### src/rtl/busunstick_pkg.sv
package busunstick_pkg;
  typedef enum logic [1:0] {
    ST_LINKED   = 2'd0,
    ST_CLOCKING = 2'd1,
    ST_STOP     = 2'd2,
    ST_WAIT     = 2'd3
  } rec_state_t;
endpackage

### src/rtl/busunstick_sync.sv
module busunstick_sync #(
  parameter int W = 1,
  parameter logic [W-1:0] RST_VAL = '0
) (
  input  logic         clk,
  input  logic         rst_n,
  input  logic [W-1:0] d_i,
  output logic [W-1:0] q_o
);
  logic [W-1:0] meta_q;

  always_ff @(posedge clk or negedge rst_n) begin
    if (!rst_n) begin
      meta_q <= RST_VAL;
      q_o    <= RST_VAL;
    end else begin
      meta_q <= d_i;
      q_o    <= meta_q;
    end
  end
endmodule

### src/rtl/busunstick_wdog.sv
module busunstick_wdog #(
  parameter int TIMEOUT_CYC = 2_250_000
) (
  input  logic clk,
  input  logic rst_n,
  input  logic run_i,
  input  logic bus_idle_i,
  output logic timeout_o
);
  localparam int CW = $clog2(TIMEOUT_CYC + 1);

  logic [CW-1:0] cnt_q;

  // fires on the TIMEOUT_CYC-th counted sample without an idle pair
  assign timeout_o = run_i && !bus_idle_i && (cnt_q == CW'(TIMEOUT_CYC - 1));

  always_ff @(posedge clk or negedge rst_n) begin
    if (!rst_n) begin
      cnt_q <= '0;
    end else if (!run_i || bus_idle_i || timeout_o) begin
      cnt_q <= '0;
    end else begin
      cnt_q <= cnt_q + CW'(1);
    end
  end
endmodule

### src/rtl/busunstick_seq.sv
module busunstick_seq
  import busunstick_pkg::*;
#(
  parameter int NCH        = 4,
  parameter int HALF_CYC   = 250,
  parameter int MAX_PULSES = 16
) (
  input  logic           clk,
  input  logic           rst_n,
  input  logic [NCH-1:0] en_s_i,
  input  logic [NCH-1:0] sda_s_i,
  input  logic           disc_s_i,
  input  logic           timeout_i,
  output logic           connect_o,
  output logic           fault_n_o,
  output logic           scl_low_o,
  output logic           sda_low_o,
  output logic [NCH-1:0] mask_o
);
  localparam int HW = (HALF_CYC > 1) ? $clog2(HALF_CYC) : 1;
  localparam int PW = (MAX_PULSES > 1) ? $clog2(MAX_PULSES) : 1;

  rec_state_t     state_q;
  logic [HW-1:0]  hc_q;
  logic [PW-1:0]  pc_q;
  logic [NCH-1:0] en_prev_q;
  logic           arm_q;
  logic           rejoin;
  logic           sda_ok;
  logic           half_end;

  assign rejoin   = arm_q && |(en_s_i & ~en_prev_q);
  assign sda_ok   = &(~mask_o | sda_s_i);
  assign half_end = (hc_q == HW'(HALF_CYC - 1));

  always_ff @(posedge clk or negedge rst_n) begin
    if (!rst_n) begin
      state_q   <= ST_LINKED;
      connect_o <= 1'b1;
      fault_n_o <= 1'b1;
      scl_low_o <= 1'b0;
      sda_low_o <= 1'b0;
      mask_o    <= '0;
      hc_q      <= '0;
      pc_q      <= '0;
      en_prev_q <= '0;
      arm_q     <= 1'b0;
    end else begin
      en_prev_q <= en_s_i;
      if (state_q == ST_LINKED) begin
        if (timeout_i) begin
          fault_n_o <= 1'b0;
          arm_q     <= 1'b0;
          if (disc_s_i) begin
            connect_o <= 1'b0;
            state_q   <= ST_CLOCKING;
            mask_o    <= en_s_i;
            scl_low_o <= 1'b1;
            hc_q      <= '0;
            pc_q      <= '0;
          end
        end else if (!fault_n_o) begin
          if (rejoin) begin
            fault_n_o <= 1'b1;
            arm_q     <= 1'b0;
          end else if (en_s_i == '0) begin
            arm_q <= 1'b1;
          end
        end
      end else if (rejoin) begin
        state_q   <= ST_LINKED;
        connect_o <= 1'b1;
        fault_n_o <= 1'b1;
        arm_q     <= 1'b0;
        scl_low_o <= 1'b0;
        sda_low_o <= 1'b0;
      end else begin
        if (en_s_i == '0) arm_q <= 1'b1;
        unique case (state_q)
          ST_CLOCKING: begin
            if (half_end) begin
              hc_q <= '0;
              if (scl_low_o) begin
                scl_low_o <= 1'b0;
              end else if (sda_ok || pc_q == PW'(MAX_PULSES - 1)) begin
                state_q   <= ST_STOP;
                scl_low_o <= 1'b1;
                sda_low_o <= 1'b1;
              end else begin
                pc_q      <= pc_q + PW'(1);
                scl_low_o <= 1'b1;
              end
            end else begin
              hc_q <= hc_q + HW'(1);
            end
          end
          ST_STOP: begin
            if (half_end) begin
              hc_q <= '0;
              if (scl_low_o) begin
                scl_low_o <= 1'b0;
              end else begin
                sda_low_o <= 1'b0;
                state_q   <= ST_WAIT;
              end
            end else begin
              hc_q <= hc_q + HW'(1);
            end
          end
          default: ;
        endcase
      end
    end
  end
endmodule

### src/rtl/busunstick_ctrl.sv
module busunstick_ctrl #(
  parameter int NCH         = 4,
  parameter int TIMEOUT_CYC = 2_250_000,
  parameter int HALF_CYC    = 250,
  parameter int MAX_PULSES  = 16
) (
  input  logic           clk,
  input  logic           rst_n,
  input  logic [NCH-1:0] en_i,
  input  logic           auto_disc_i,
  input  logic [NCH-1:0] scl_i,
  input  logic [NCH-1:0] sda_i,
  output logic           connect_o,
  output logic           fault_n_o,
  output logic [NCH-1:0] scl_rel_o,
  output logic [NCH-1:0] sda_rel_o
);
  localparam int SW = 3 * NCH + 1;
  localparam logic [SW-1:0] SYNC_RST = {1'b0, {NCH{1'b0}}, {NCH{1'b1}}, {NCH{1'b1}}};

  logic [SW-1:0]  raw_bus;
  logic [SW-1:0]  sync_bus;
  logic           disc_s;
  logic [NCH-1:0] en_s;
  logic [NCH-1:0] scl_s;
  logic [NCH-1:0] sda_s;
  logic           bus_idle;
  logic           wd_run;
  logic           wd_timeout;
  logic           scl_low;
  logic           sda_low;
  logic [NCH-1:0] mask;

  assign raw_bus = {auto_disc_i, en_i, scl_i, sda_i};

  busunstick_sync #(.W(SW), .RST_VAL(SYNC_RST)) u_sync (
    .clk   (clk),
    .rst_n (rst_n),
    .d_i   (raw_bus),
    .q_o   (sync_bus)
  );

  assign {disc_s, en_s, scl_s, sda_s} = sync_bus;

  assign bus_idle = &(~en_s | (scl_s & sda_s));
  assign wd_run   = connect_o && (|en_s);

  busunstick_wdog #(.TIMEOUT_CYC(TIMEOUT_CYC)) u_wdog (
    .clk        (clk),
    .rst_n      (rst_n),
    .run_i      (wd_run),
    .bus_idle_i (bus_idle),
    .timeout_o  (wd_timeout)
  );

  busunstick_seq #(.NCH(NCH), .HALF_CYC(HALF_CYC), .MAX_PULSES(MAX_PULSES)) u_seq (
    .clk       (clk),
    .rst_n     (rst_n),
    .en_s_i    (en_s),
    .sda_s_i   (sda_s),
    .disc_s_i  (disc_s),
    .timeout_i (wd_timeout),
    .connect_o (connect_o),
    .fault_n_o (fault_n_o),
    .scl_low_o (scl_low),
    .sda_low_o (sda_low),
    .mask_o    (mask)
  );

  for (genvar g = 0; g < NCH; g++) begin : g_chan
    assign scl_rel_o[g] = ~(scl_low & mask[g]);
    assign sda_rel_o[g] = ~(sda_low & mask[g]);
  end
endmodule

### config.mk
export PLATFORM = sky130hd
export DESIGN_NAME = busunstick_ctrl
export DESIGN_NICKNAME = d
export VERILOG_FILES = /design/src/rtl/busunstick_pkg.sv /design/src/rtl/busunstick_sync.sv /design/src/rtl/busunstick_wdog.sv /design/src/rtl/busunstick_seq.sv /design/src/rtl/busunstick_ctrl.sv
export SDC_FILE = /design/constraint.sdc
export NUM_CORES = 1
export LEC_CHECK = 0
export ABC_AREA = 0
export BUFFER_PORTS_ARGS = -buffer_cell sky130_fd_sc_hd__buf_2
export CAP_MARGIN = 20
export CORE_UTILIZATION = 30
export DETAILED_ROUTE_END_ITERATION = 7
export PLACE_DENSITY = 0.55
export SLEW_MARGIN = 20
export SYNTH_ARGS = -nofsm -noshare
export SYNTH_HDL_FRONTEND = slang
export SYNTH_SLANG_ARGS = --single-unit
export TNS_END_PERCENT = 20
### constraint.sdc
create_clock -name clk -period 2.2 [get_ports clk]
set_clock_uncertainty 0.1 [all_clocks]
set_input_delay 0.55 -clock clk [delete_from_list [all_inputs] [get_ports clk]]
set_output_delay 0.55 -clock clk [all_outputs]
set_load 0.03 [all_outputs]
==> results.sh <==
export IMPL_power_density_nw_per_um2=619.1
export IMPL_synthFlopType="dfrtp_1"
export IMPL_cp_start_kind="flop"
export IMPL_final_common_cell="dfrtp_1"
export IMPL_drtPass1Iterations=4
export IMPL_cp_data_arrival_time_ns=2.27
export IMPL_synthToLayoutAreaGrowth_pct=23.64
export IMPL_register_area_sq_um=1899
export IMPL_fmax_mhz=470.5
export IMPL_ys_ff_latch=75
export IMPL_fillers=1042
export IMPL_grt_setup_unrepaired="yes"
export IMPL_hold_class="in -> reg"
export IMPL_synthDominantCellAreaShare_pct=42.92
export IMPL_synth_cell_area_sq_um=3323
export IMPL_synth_edff_count=0
export IMPL_dr_total_vias=2434
export IMPL_pwr_share_clk_pct=41.3
export IMPL_path_max_fanout=4
export IMPL_ios=25
export IMPL_final_util_pct=38.07
export IMPL_io_buffers=24
export IMPL_coreArea_sq_um=10790
export IMPL_finalSetupViolations=0
export IMPL_wl_per_cell_um=13.62
export IMPL_hold_viol_final=0
export IMPL_synthArstFlopShare_pct=100.0
export IMPL_wl_mm=6.797
export IMPL_power_switching_w=0.0006523
export IMPL_reg2reg_slack_ns=0.07
export IMPL_status="complete, no violations"
export IMPL_power_internal_w=0.001892
export IMPL_min_period_over_period_pct=96.61
export IMPL_drt_iter0_drc=72
export IMPL_tritoncts_num_buffers=9
export IMPL_final_cells=499
export IMPL_p_sw_share_pct=25.64
export IMPL_rows=38
export IMPL_gr_usage_all_layers_pct=13.19
export IMPL_crit_required_ns=2.34
export IMPL_pwr_share_seq_pct=56.3
export IMPL_initial_core_util_pct=30.79
export IMPL_drv_slew=0
export IMPL_clkSinkCount=75
export IMPL_ir_drop_v=0.0003946
export IMPL_die_y_um=107.3
export IMPL_path_class="reg -> reg"
export IMPL_tightest_slew_ns=0.5731
export IMPL_yosysSeqAreaShare_pct=57.15
export IMPL_clockRootBuffer="clkbuf_8"
export IMPL_slew_limit_headroom_pct=61.31
export IMPL_synth_area_leaders="dfrtp_1 43%, dfstp_2 14%, xor2_1 4.2%, nor2_1 3.7%, ha_1 3.0%"
export IMPL_antenna_cells=0
export IMPL_chipWidth_um=107.3
export IMPL_dp_hpwl_mm=4.803
export IMPL_final_antenna_net_count=0
export IMPL_cts_tree="done"
export IMPL_synthDistinctLibCells=51
export IMPL_dieArea_sq_um=11500
export IMPL_p_total_w=0.002544
export IMPL_grt_max_degree=49
export IMPL_gp_congestion=0.7831
export IMPL_startpoint="u_wdog.cnt_q[13]$_DFF_PN0_"
export IMPL_r2r_end="u_seq.pc_q[0]$_DFFE_PN0P_"
export IMPL_period_needed_ns=2.126
export IMPL_power_leakage_nw=1.743
export IMPL_syn_inst=293
export IMPL_reg2reg_depth=5
export IMPL_synth_nets=316
export IMPL_most_common_layout_cells="57 x dfrtp_1, 33 x buf_4, 32 x nor2_1"
export IMPL_drc=0
export IMPL_nNetsFinal=377
export IMPL_dp_cells=481
export IMPL_cts_max_path_buffers=2
export IMPL_grt_pass1_vias=2502
export IMPL_htree_num_levels=3
export IMPL_yosys_warnings=0
export IMPL_cp_end_kind="flop"
export IMPL_multi_input_comb_area_sq_um=1376
export IMPL_syn_area_per_cell_sq_um=11.34
export IMPL_power_frac_comb_pct=2.4
export IMPL_via_per_inst=4.878
export IMPL_grt_pass1_wl_mm=11.71
export IMPL_yosys_area_top_type="dfrtp_1"
export IMPL_regToRegStartpoint="u_wdog.cnt_q[13]$_DFF_PN0_"
export IMPL_crit_path_end="u_seq.pc_q[0]$_DFFE_PN0P_"
export IMPL_antenna_found_initial=0
export IMPL_gr_total_overflow=0
export IMPL_cap_viol_max_count=0
export IMPL_clk_pin_slew_ns=0.09
export IMPL_insertion_delay_ns=0.35
export IMPL_drive_gt1_share_pct=30.92
[repair_timing]
item,4_1_cts,5_1_grt
hold buffers,1,0
pin swaps,1,2
gates resized for setup,2,9
endpoints found under the hold margin,6,0
buffers inserted,0,1
setup endpoints to repair,9,13
[flip-flops by register name, summed over array words and instances (netlist names)]
name / cells
u_seq.hc_q: 8
u_seq.pc_q: 4
u_seq.en_prev_q: 4
u_sync.q_o: 13
u_wdog.cnt_q: 22
u_sync.meta_q: 13
u_seq.mask_o: 4
u_seq.connect_o: 1
u_seq.state_q: 2
u_seq.sda_low_o: 1
u_seq.fault_n_o: 1
u_seq.scl_low_o: 1
u_seq.arm_q: 1
[cell type report]
type,count,share of cell area (%)
repair buffers,59,10.05
clock inverters,7,1.857
inverters,12,1.096
flip-flops and latches,75,46.22
clock buffers,9,3.015
multi-input cells,197,33.50
well taps,140,4.263
[power groups by stage]
stage / logic, W / clock network, W / registers (W)
final: 0.0000605 / 0.00105 / 0.00143
after global routing: 0.0000701 / 0.00114 / 0.00144
after CTS: 0.0000623 / 0.00109 / 0.00143
after detailed placement: 0.0000608 / 0 / 0.00146
after global placement: 0.0000598 / 0 / 0.00146
after floorplan: 0.00000942 / 0 / 0.00145
[worst min-delay path by stage]
stage	startpoint	endpoint	slack, ns	cells past startpoint
global route	scl_i[2]	u_sync.meta_q[6]$_DFF_PN1_	0.16	1
floorplan	rst_n	u_seq.arm_q$_DFFE_PN0P_	0.15	0
global placement	u_sync.meta_q[10]$_DFF_PN0_	u_sync.q_o[10]$_DFF_PN0_	0.23	0
detailed placement	u_sync.meta_q[9]$_DFF_PN0_	u_sync.q_o[9]$_DFF_PN0_	0.23	0
finish	scl_i[1]	u_sync.meta_q[5]$_DFF_PN1_	0.18	1
CTS	scl_i[2]	u_sync.meta_q[6]$_DFF_PN1_	0.16	1
[layer usage]
layer	wire length, um	track usage, %	up-vias
met1	3220	16.83	1220
met2	3235	21.29	32
li1	-	-	1173
met3	255	3.269	9
met5	0	0	-
met4	86	5.577	0
[cells by family (layout without fill, tap and decap cells)]
| family | after synthesis | count (layout) | synth area share (%) |
|---|---|---|---|
| compound gates | 53 | 53 | 11.79 |
| xor+xnor | 20 | 20 | 5.271 |
| flops | 75 | 75 | 57.15 |
| simple gates | 110 | 110 | 18.04 |
| mux | 6 | 6 | 2.146 |
| fa+ha+maj | 8 | 8 | 3.012 |
| buf+inv | 21 | 87 | 2.598 |
[cell usage after synthesis (all sizes together), types with 6 or more instances]
library cell	number
nand2	19
inv	12
nand3	15
mux2	6
nor2	33
xor2	16
clkbuf	8
nor2b	8
dfstp	18
dfrtp	57
nand4	8
ha	8
a21oi	10
[stage by stage]
step / hold WS, ns / TNS [ns] / cell area, sq um / worst slack (ns)
after floorplan: 0.1544 / 0 / 3323 / 0.02661
after global placement: 0.2335 / -0.1307 / 3852 / -0.04369
after detailed placement: 0.2347 / -0.6533 / 3852 / -0.1142
after CTS: 0.1633 / 0 / 4071 / 0.01550
after global routing: 0.1586 / -0.1734 / 4109 / -0.06066
final: 0.1837 / 0 / 4109 / 0.07448
[worst max-delay path: stages (launching register included)]
cell and delay, ns:
dfrtp_1 0.42, nor4bb_2 0.31, nand4_1 0.18, or4_4 0.54
a21boi_0 0.18, mux2_2 0.29
Power figures use the tool's default switching activity.
